**config.mk**
```make
export PLATFORM = sky130hd
export DESIGN_NAME = alu_unit
export DESIGN_NICKNAME = d
export VERILOG_FILES = /design/src/rtl/alu_pkg.sv /design/src/rtl/alu_op_decode.sv /design/src/rtl/alu_ripple_add.sv /design/src/rtl/alu_datapath.sv /design/src/rtl/alu_unit.sv
export SDC_FILE = /design/constraint.sdc
export NUM_CORES = 1
export LEC_CHECK = 0
export BUFFER_PORTS_ARGS = -buffer_cell sky130_fd_sc_hd__buf_2
export CELL_PAD_IN_SITES_DETAIL_PLACEMENT = 1
export CELL_PAD_IN_SITES_GLOBAL_PLACEMENT = 1
export CORE_MARGIN = 4
export CORE_UTILIZATION = 25
export CTS_CLUSTER_DIAMETER = 30
export DETAILED_ROUTE_END_ITERATION = 10
export PLACE_DENSITY = 0.59
export REMOVE_ABC_BUFFERS = 1
export SYNTH_ARGS = -nofsm -noshare
export SYNTH_HDL_FRONTEND = slang
export SYNTH_SLANG_ARGS = --single-unit
export TNS_END_PERCENT = 20
```
**constraint.sdc**
```tcl
create_clock -name clk -period 27.7 [get_ports clk]
set_clock_uncertainty 0.05 [all_clocks]
set_input_delay 5.54 -clock clk [delete_from_list [all_inputs] [get_ports clk]]
set_output_delay 5.54 -clock clk [all_outputs]
set_load 0.01 [all_outputs]
```
**src/rtl/alu_pkg.sv**
```systemverilog
package alu_pkg;
  localparam int CLS_W = 2;
  localparam int FN_W  = 6;

  typedef enum logic [3:0] {
    SEL_AND  = 4'b0000,
    SEL_OR   = 4'b0001,
    SEL_ADD  = 4'b0010,
    SEL_SUB  = 4'b0110,
    SEL_SLT  = 4'b0111,
    SEL_NOR  = 4'b1100,
    SEL_NONE = 4'b1111
  } alu_sel_e;

  localparam logic [CLS_W-1:0] CLS_ADDR   = 2'b00;
  localparam logic [CLS_W-1:0] CLS_CMP    = 2'b01;
  localparam logic [CLS_W-1:0] CLS_REGREG = 2'b10;

  localparam logic [FN_W-1:0] FN_ADD = 6'b100000;
  localparam logic [FN_W-1:0] FN_SUB = 6'b100010;
  localparam logic [FN_W-1:0] FN_AND = 6'b100100;
  localparam logic [FN_W-1:0] FN_OR  = 6'b100101;
  localparam logic [FN_W-1:0] FN_NOR = 6'b100111;
  localparam logic [FN_W-1:0] FN_SLT = 6'b101010;
endpackage

```
**src/rtl/alu_op_decode.sv**
```systemverilog
module alu_op_decode
  import alu_pkg::*;
(
  input  logic [CLS_W-1:0] op_class,
  input  logic [FN_W-1:0]  fn_code,
  output alu_sel_e         sel
);
  alu_sel_e fn_sel;

  always_comb begin
    case (fn_code)
      FN_ADD:  fn_sel = SEL_ADD;
      FN_SUB:  fn_sel = SEL_SUB;
      FN_AND:  fn_sel = SEL_AND;
      FN_OR:   fn_sel = SEL_OR;
      FN_NOR:  fn_sel = SEL_NOR;
      FN_SLT:  fn_sel = SEL_SLT;
      default: fn_sel = SEL_NONE;
    endcase
  end

  always_comb begin
    case (op_class)
      CLS_ADDR:   sel = SEL_ADD;
      CLS_CMP:    sel = SEL_SUB;
      CLS_REGREG: sel = fn_sel;
      default:    sel = SEL_NONE;
    endcase
  end
endmodule

```
**src/rtl/alu_ripple_add.sv**
```systemverilog
module alu_ripple_add #(
  parameter int W = 32
) (
  input  logic [W-1:0] x,
  input  logic [W-1:0] y,
  input  logic         cin,
  output logic [W-1:0] sum,
  output logic         carry_top_in,
  output logic         carry_out
);
  logic [W:0] c;
  assign c[0] = cin;

  for (genvar gi = 0; gi < W; gi++) begin : g_fa
    assign sum[gi]  = x[gi] ^ y[gi] ^ c[gi];
    assign c[gi+1]  = (x[gi] & y[gi]) | (x[gi] & c[gi]) | (y[gi] & c[gi]);
  end

  assign carry_top_in = c[W-1];
  assign carry_out    = c[W];
endmodule

```
**src/rtl/alu_datapath.sv**
```systemverilog
module alu_datapath
  import alu_pkg::*;
#(
  parameter int W = 32
) (
  input  logic [W-1:0] a,
  input  logic [W-1:0] b,
  input  alu_sel_e     sel,
  input  logic         unsigned_mode,
  output logic [W-1:0] res,
  output logic         zero,
  output logic         ovf
);
  logic         invert_b;
  logic [W-1:0] b_eff;
  logic [W-1:0] sum;
  logic         c_top_in;
  logic         c_out;
  logic         is_arith;

  assign invert_b = (sel == SEL_SUB) || (sel == SEL_SLT);
  assign b_eff    = invert_b ? ~b : b;

  alu_ripple_add #(.W(W)) u_add (
    .x            (a),
    .y            (b_eff),
    .cin          (invert_b),
    .sum          (sum),
    .carry_top_in (c_top_in),
    .carry_out    (c_out)
  );

  always_comb begin
    res = '0;
    case (sel)
      SEL_AND: res = a & b;
      SEL_OR:  res = a | b;
      SEL_NOR: res = ~(a | b);
      SEL_ADD: res = sum;
      SEL_SUB: res = sum;
      SEL_SLT: res[0] = sum[W-1];
      default: res = '0;
    endcase
  end

  assign is_arith = (sel == SEL_ADD) || (sel == SEL_SUB);
  assign zero     = ~|res;
  assign ovf      = is_arith & ~unsigned_mode & (c_top_in ^ c_out);
endmodule

```
**src/rtl/alu_unit.sv**
```systemverilog
module alu_unit
  import alu_pkg::*;
#(
  parameter int W = 32
) (
  input  logic             clk,
  input  logic             rst,
  input  logic [W-1:0]     a_in,
  input  logic [W-1:0]     b_in,
  input  logic [CLS_W-1:0] op_class,
  input  logic [FN_W-1:0]  fn_code,
  input  logic             unsigned_mode,
  output logic [W-1:0]     result_o,
  output logic             zero_o,
  output logic             ovf_o
);
  alu_sel_e     sel;
  logic [W-1:0] res_c;
  logic         zero_c;
  logic         ovf_c;
  alu_sel_e     sel_q;
  logic         uns_q;

  alu_op_decode u_dec (
    .op_class (op_class),
    .fn_code  (fn_code),
    .sel      (sel)
  );

  alu_datapath #(.W(W)) u_dp (
    .a             (a_in),
    .b             (b_in),
    .sel           (sel),
    .unsigned_mode (unsigned_mode),
    .res           (res_c),
    .zero          (zero_c),
    .ovf           (ovf_c)
  );

  always_ff @(posedge clk) begin
    if (rst) begin
      result_o <= '0;
      zero_o   <= 1'b1;
      ovf_o    <= 1'b0;
      sel_q    <= SEL_AND;
      uns_q    <= 1'b0;
    end else begin
      result_o <= res_c;
      zero_o   <= zero_c;
      ovf_o    <= ovf_c;
      sel_q    <= sel;
      uns_q    <= unsigned_mode;
    end
  end


  zero_flag_chk: assert property (@(posedge clk) disable iff (rst)
    zero_o == (result_o == '0));


  slt_upper_chk: assert property (@(posedge clk) disable iff (rst)
    (sel_q == SEL_SLT) |-> (result_o[W-1:1] == '0));


  ovf_kind_chk: assert property (@(posedge clk) disable iff (rst)
    ovf_o |-> (((sel_q == SEL_ADD) || (sel_q == SEL_SUB)) && !uns_q));


  unused_code_chk: assert property (@(posedge clk) disable iff (rst)
    (sel_q == SEL_NONE) |-> (result_o == '0 && !ovf_o));
endmodule

```
Yosys cells after proc, flatten, opt, wreduce, memory -nomap -nowiden
Cells that the tools add are included.
- equal/unequal tests: 13
- mux-type cells: 5
- bitwise logic cells: 232
- reductions and logical operators: 7
- operators with widths (operator ; count):
    $pmux W31 S4 ; 1
    $and A1 B1 Y1 ; 98
    $xor A1 B1 Y1 ; 65
    $not A32 Y32 ; 2
    $or A1 B1 Y1 ; 64
    $eq A6 B6 Y1 const B ; 6
    $and A32 B32 Y32 ; 1
    $mux W32 ; 1
    $or A32 B32 Y32 ; 1
    $reduce_or A32 Y1 ; 1
    $pmux W4 S6 ; 1
    $pmux W4 S3 ; 1
    $eq A4 B3 Y1 const B ; 2
    $pmux W1 S5 ; 1
    $eq A4 B1 Y1 const B ; 1
    $eq A4 B2 Y1 const B ; 1
    $eq A4 B4 Y1 const B ; 1
    $logic_not A4 Y1 ; 1
    $eq A2 B1 Y1 const B ; 1
    $eq A2 B2 Y1 const B ; 1
    $logic_not A2 Y1 ; 1
    $logic_or A1 B1 Y1 ; 2
    $reduce_or A2 Y1 ; 1
    $logic_not A1 Y1 ; 1
    $not A1 Y1 ; 1
- flip-flop bits (word level): 34
- input port bits: 75
- word-level logic and storage cells: 260

Depth between registers and ports, before layout
- depth in word-level cells: 104
- gate-level depth with buffers: 43

Hierarchy
A second synthesis with hierarchy kept.
- cells, all modules: 364
- area total of the unflattened synthesis: 3293.2 sq um
- by module, submodules not included (module ; instances ; cells an instance ; area each (sq um) ; sequential area each (sq um)):
    alu_datapath ; 1 ; 232 ; 1566.5 ; 0.0
    alu_unit ; 1 ; 71 ; 915.9 ; 680.7
    alu_ripple_add ; 1 ; 42 ; 678.2 ; 0.0
    alu_op_decode ; 1 ; 19 ; 132.6 ; 0.0

Worst setup path before layout
No wires, ideal clock.
- path type: input port to flip-flop
- start: in fn_code[5]
- end: reg zero_o
- setup time: 130 ps
- arrival time: 19485 ps
- required time: 27520 ps
- slack: 8036 ps
- cell stages on the path: 43
- path through: nor3b_1 > and3_1 > mux2i_1 > buf_2 > xor2_1 > fa_1 > fa_1 > inv_1 > fa_1 > fa_1 > fa_1 > fa_1 > fa_1 > fa_1 > fa_1 > fa_1 > fa_1 > fa_1 > [... 7 more ...] > fa_1 > fa_1 > fa_1 > fa_1 > fa_1 > fa_1 > fa_1 > fa_1 > fa_1 > fa_1 > inv_1 > fa_1 > fa_1 > o32ai_1 > a221oi_1 > and2_1 > nand4_1 > o41ai_1
- word-level cells in the longest chain between the ends: 103
- ends and longest elaborated chain (item ; line ; source):
    from (decl) ; alu_unit.sv:11 ; input logic [FN_W-1:0] fn_code,
    $eq A6 B6 Y1 ; alu_op_decode.sv:11 ; case (fn_code)
    $pmux W4 S6 (*) ; alu_op_decode.sv:11 ;
    $pmux W4 S3 (*) ; alu_op_decode.sv:23 ; case (op_class)
    $eq A4 B3 Y1 ; alu_datapath.sv:21, alu_datapath.sv:35 ;
    $logic_or A1 B1 Y1 ; alu_datapath.sv:21 ; assign invert_b = (sel == SEL_SUB) || (sel == SEL_SLT);
    $mux W32 ; alu_datapath.sv:22 ; assign b_eff = invert_b ? ~b : b;
    $and A1 B1 Y1 ; alu_ripple_add.sv:16 ; assign c[gi+1] = (x[gi] & y[gi]) | (x[gi] & c[gi]) | (y[gi] & c[gi]);
    $or A1 B1 Y1 (2 in a row) ; alu_ripple_add.sv:16 ;
    [... 84 more ...] ; -- ;
    $and A1 B1 Y1 ; alu_ripple_add.sv:16 ;
    $or A1 B1 Y1 (2 in a row) ; alu_ripple_add.sv:16 ;
    $and A1 B1 Y1 ; alu_ripple_add.sv:16 ;
    $or A1 B1 Y1 (2 in a row) ; alu_ripple_add.sv:16 ;
    $xor A1 B1 Y1 ; alu_ripple_add.sv:15 ; assign sum[gi] = x[gi] ^ y[gi] ^ c[gi];
    $pmux W1 S5 or $pmux W31 S4 (tied branches) ; alu_datapath.sv:35 ; case (sel)
    $reduce_or A32 Y1 (*) ; alu_datapath.sv:47 ; assign zero = ~|res;
    $logic_not A1 Y1 (*) ; alu_datapath.sv:47 ;
    to (signal assigned) ; alu_unit.sv:49 ; zero_o <= zero_c;
    to (decl) ; alu_unit.sv:14 ; output logic zero_o,
Every way passes the cells marked *; elsewhere a longest branch is shown, timed or not.
A chain may end at the register's enable or synchronous reset.

Final worst setup path
Same ends and word-level chain as after synthesis.

==> impl_metrics.json <==
{
  "hpwl_um": 7960,
  "post-cts-setup-buffers": 0,
  "tightest_slew_ns": 0.656,
  "die_height_um": 119,
  "startpoint": "fn_code[5]",
  "max-slew-margin-rel": 0.563,
  "synthCells": 350,
  "cp_slowest_cell": "buf_4",
  "status": "complete, no violations",
  "antenna_found_initial": 1,
  "endpoint_kind": "register",
  "finalWirelength_um": 10200,
  "crit_type": "in -> reg",
  "drtAntennaViolNets": 0,
  "cts.sinks": 34,
  "start_util": 0.257,
  "arrival_ns": 20.54,
  "grt_max_degree": 63,
  "io_buffers": 108,
  "seq_area_frac_synth": 0.220,
  "setup_ws_ns": 7.29,
  "grt_pass1_wl_um": 16500,
  "overflow": 0,
  "viasPerCell": 4.74,
  "cpMostUsedCell": "fa_1",
  "clkTransAtPathRegs_ns": 0.06,
  "place_congestion": 0.781,
  "crit_end": "zero_o$_SDFF_PP1_",
  "maxCapViolCount": 0,
  "syn_area_um2": 3100,
  "p_int_uw": 120,
  "row_count": 40,
  "swShare": 0.336,
  "pin_count": 109,
  "first_pass_iters": 4,
  "slew_viol_final": 0,
  "hold_path_class": "in -> reg",
  "fp.dieW_um": 119,
  "drtIter0Drc": 131,
  "htreeDepth": 2,
  "drc": 0,
  "vias": 2922,
  "cp_max_fo": 32,
  "power_density_nw_per_um2": 46.1,
  "dieArea_um2": 14200,
  "cp-start-kind": "input pin",
  "critPathTopFamily": "adder cells",
  "finalCritPeriodShare": 0.737,
  "power.switching_uw": 60.9,
  "cp_num_cells": 44,
  "synth.distinct_cells": 37,
  "cp.required_ns": 27.83,
  "clock-root-buffer": "clkbuf_16",
  "setup_viol": 0,
  "crit_buf_inv": 4,
  "p_leak_nw": 1.78,
  "holdBufCountCts": 0,
  "drive_gt1_frac": 0.278,
  "core_um2": 12100,
  "ir_drop_uv": 18.3,
  "p_seq_frac": 0.306,
  "ys_seq_elements": 34,
  "synth.avg_cell_area_um2": 8.85,
  "n_fill_cell": 1471,
  "cts_resized": 0,
  "fmax_mhz": 49.0,
  "antenna_cells": 0,
  "p_comb_frac": 0.378,
  "finalCriticalPeriod_ns": 20.41,
  "grtUsageTotal": 0.144,
  "numCtsBuffers": 5,
  "p_clk_frac": 0.316,
  "layout.nets": 556,
  "ctsLongestPathBuffers": 2,
  "preCtsSetupSlack_ns": 6.88,
  "hold_violations": 0,
  "tns_ns": 0,
  "cts_tree": "done",
  "area_growth_pct": 26.7,
  "rsz0062_at_grt": "no",
  "wl_per_cell_um": 16.6,
  "max_stage_delay_ns": 0.48,
  "ys_warn_count": 0,
  "first_global_vias": 3148
}
## power groups by stage
stage / combinational, mW / clock (mW) / sequential, mW
floorplan: 0.0381 / 0 / 0.0595
global placement: 0.0690 / 0 / 0.0565
detailed placement: 0.0696 / 0 / 0.0566
CTS: 0.0702 / 0.0592 / 0.0556
global route: 0.0780 / 0.0612 / 0.0560
finish: 0.0685 / 0.0572 / 0.0554
## per-layer routing
layer	global-route usage	part of all wire	wire length, µm	vias to the layer above
met5	0	0.00068	7	-
met4	0.0365	0.0091	93	2
met3	0.0261	0.042	425	7
met2	0.245	0.49	5020	67
met1	0.187	0.46	4680	1426
li1	-	-	-	1420
## stage by stage
step	instance area, µm²	hold slack [ns]	total power [mW]	util	instances
after floorplan	2980	5.56	0.0975	-	328
after global placement	3780	5.70	0.126	0.313	609
after detailed placement	3780	5.70	0.126	0.313	609
after CTS	3930	5.41	0.185	0.326	617
after global routing	3930	5.42	0.195	0.326	617
final	3930	5.41	0.181	0.326	617
## cells in the mapped netlist, drive strengths merged
cell	instances	area, µm²
nand2	38	143
dfxtp	34	681
fa	31	621
xnor2	29	254
a21oi	27	135
inv	27	101
and2	21	131
o2111ai	18	158
or3	18	113
buf	17	103
nor2	14	52.6
a21o	13	97.6
a221o	10	100
nor3	10	61.3
nor4	7	58.8
clkbuf	5	18.8
nand4	4	25.0
o32ai	4	35.0
xor2	4	35.0
a221oi	3	26.3
nand3	3	15.0
ha	2	25.0
a22oi	1	7.51
and3	1	6.26
and4b	1	10.0
mux2	1	11.3
mux2i	1	10.0
nand4b	1	8.76
nor3b	1	7.51
o31a	1	8.76
o31ai	1	21.3
o41ai	1	8.76
or4b	1	10.0
## cells in the final DEF, fill, tap and decap left out, types with 2 or more instances in the layout
cell         n
fa_1        31
a221oi_1     3
nand3_1      3
and2_1      21
nor3_1       9
buf_2      108
nand2_1     38
buf_4        5
or3_1       18
nor2_1      14
xnor2_1     29
nand4_1      4
inv_1       27
nor4_1       6
o32ai_1      4
o2111ai_1   18
xor2_1       4
clkbuf_16    5
a21o_1      13
ha_1         2
dfxtp_1     34
a221o_1     10
a21oi_1     27
## worst min path at each step
stage,from,to,cells past startpoint
global route,unsigned_mode,ovf_o$_SDFF_PP0_,2
finish,unsigned_mode,ovf_o$_SDFF_PP0_,2
floorplan,rst,result_o[10]$_SDFF_PP0_,1
detailed placement,unsigned_mode,ovf_o$_SDFF_PP0_,2
global placement,unsigned_mode,ovf_o$_SDFF_PP0_,2
CTS,unsigned_mode,ovf_o$_SDFF_PP0_,2
## sequential cells by signal, summed over array words and instances (netlist names)
signal,flops
zero_o,1
result_o,32
ovf_o,1
## kinds of logic (layout without fill, tap and decap cells)
family          Yosys count  count (layout)  share of synthesized area
simple gates            120             120                      0.207
fa+ha+maj                33              33                      0.208
mux                       2               2                    0.00686
xor+xnor                 33              33                     0.0933
compound gates           79              79                      0.193
flops                    34              34                      0.220
buf+inv                  49             148                     0.0719
## cell type report
type	count	area, µm²	area share
Multi-Input combinational cell	267	2210	0.562
Sequential cell	34	681	0.173
Timing Repair Buffer	113	578	0.147
Tap cell	168	210	0.0535
Clock buffer	7	143	0.0363
Inverter	27	101	0.0258
Clock inverter	1	5.00	0.00127
Note: power is estimated with default switching activity, not from simulation.
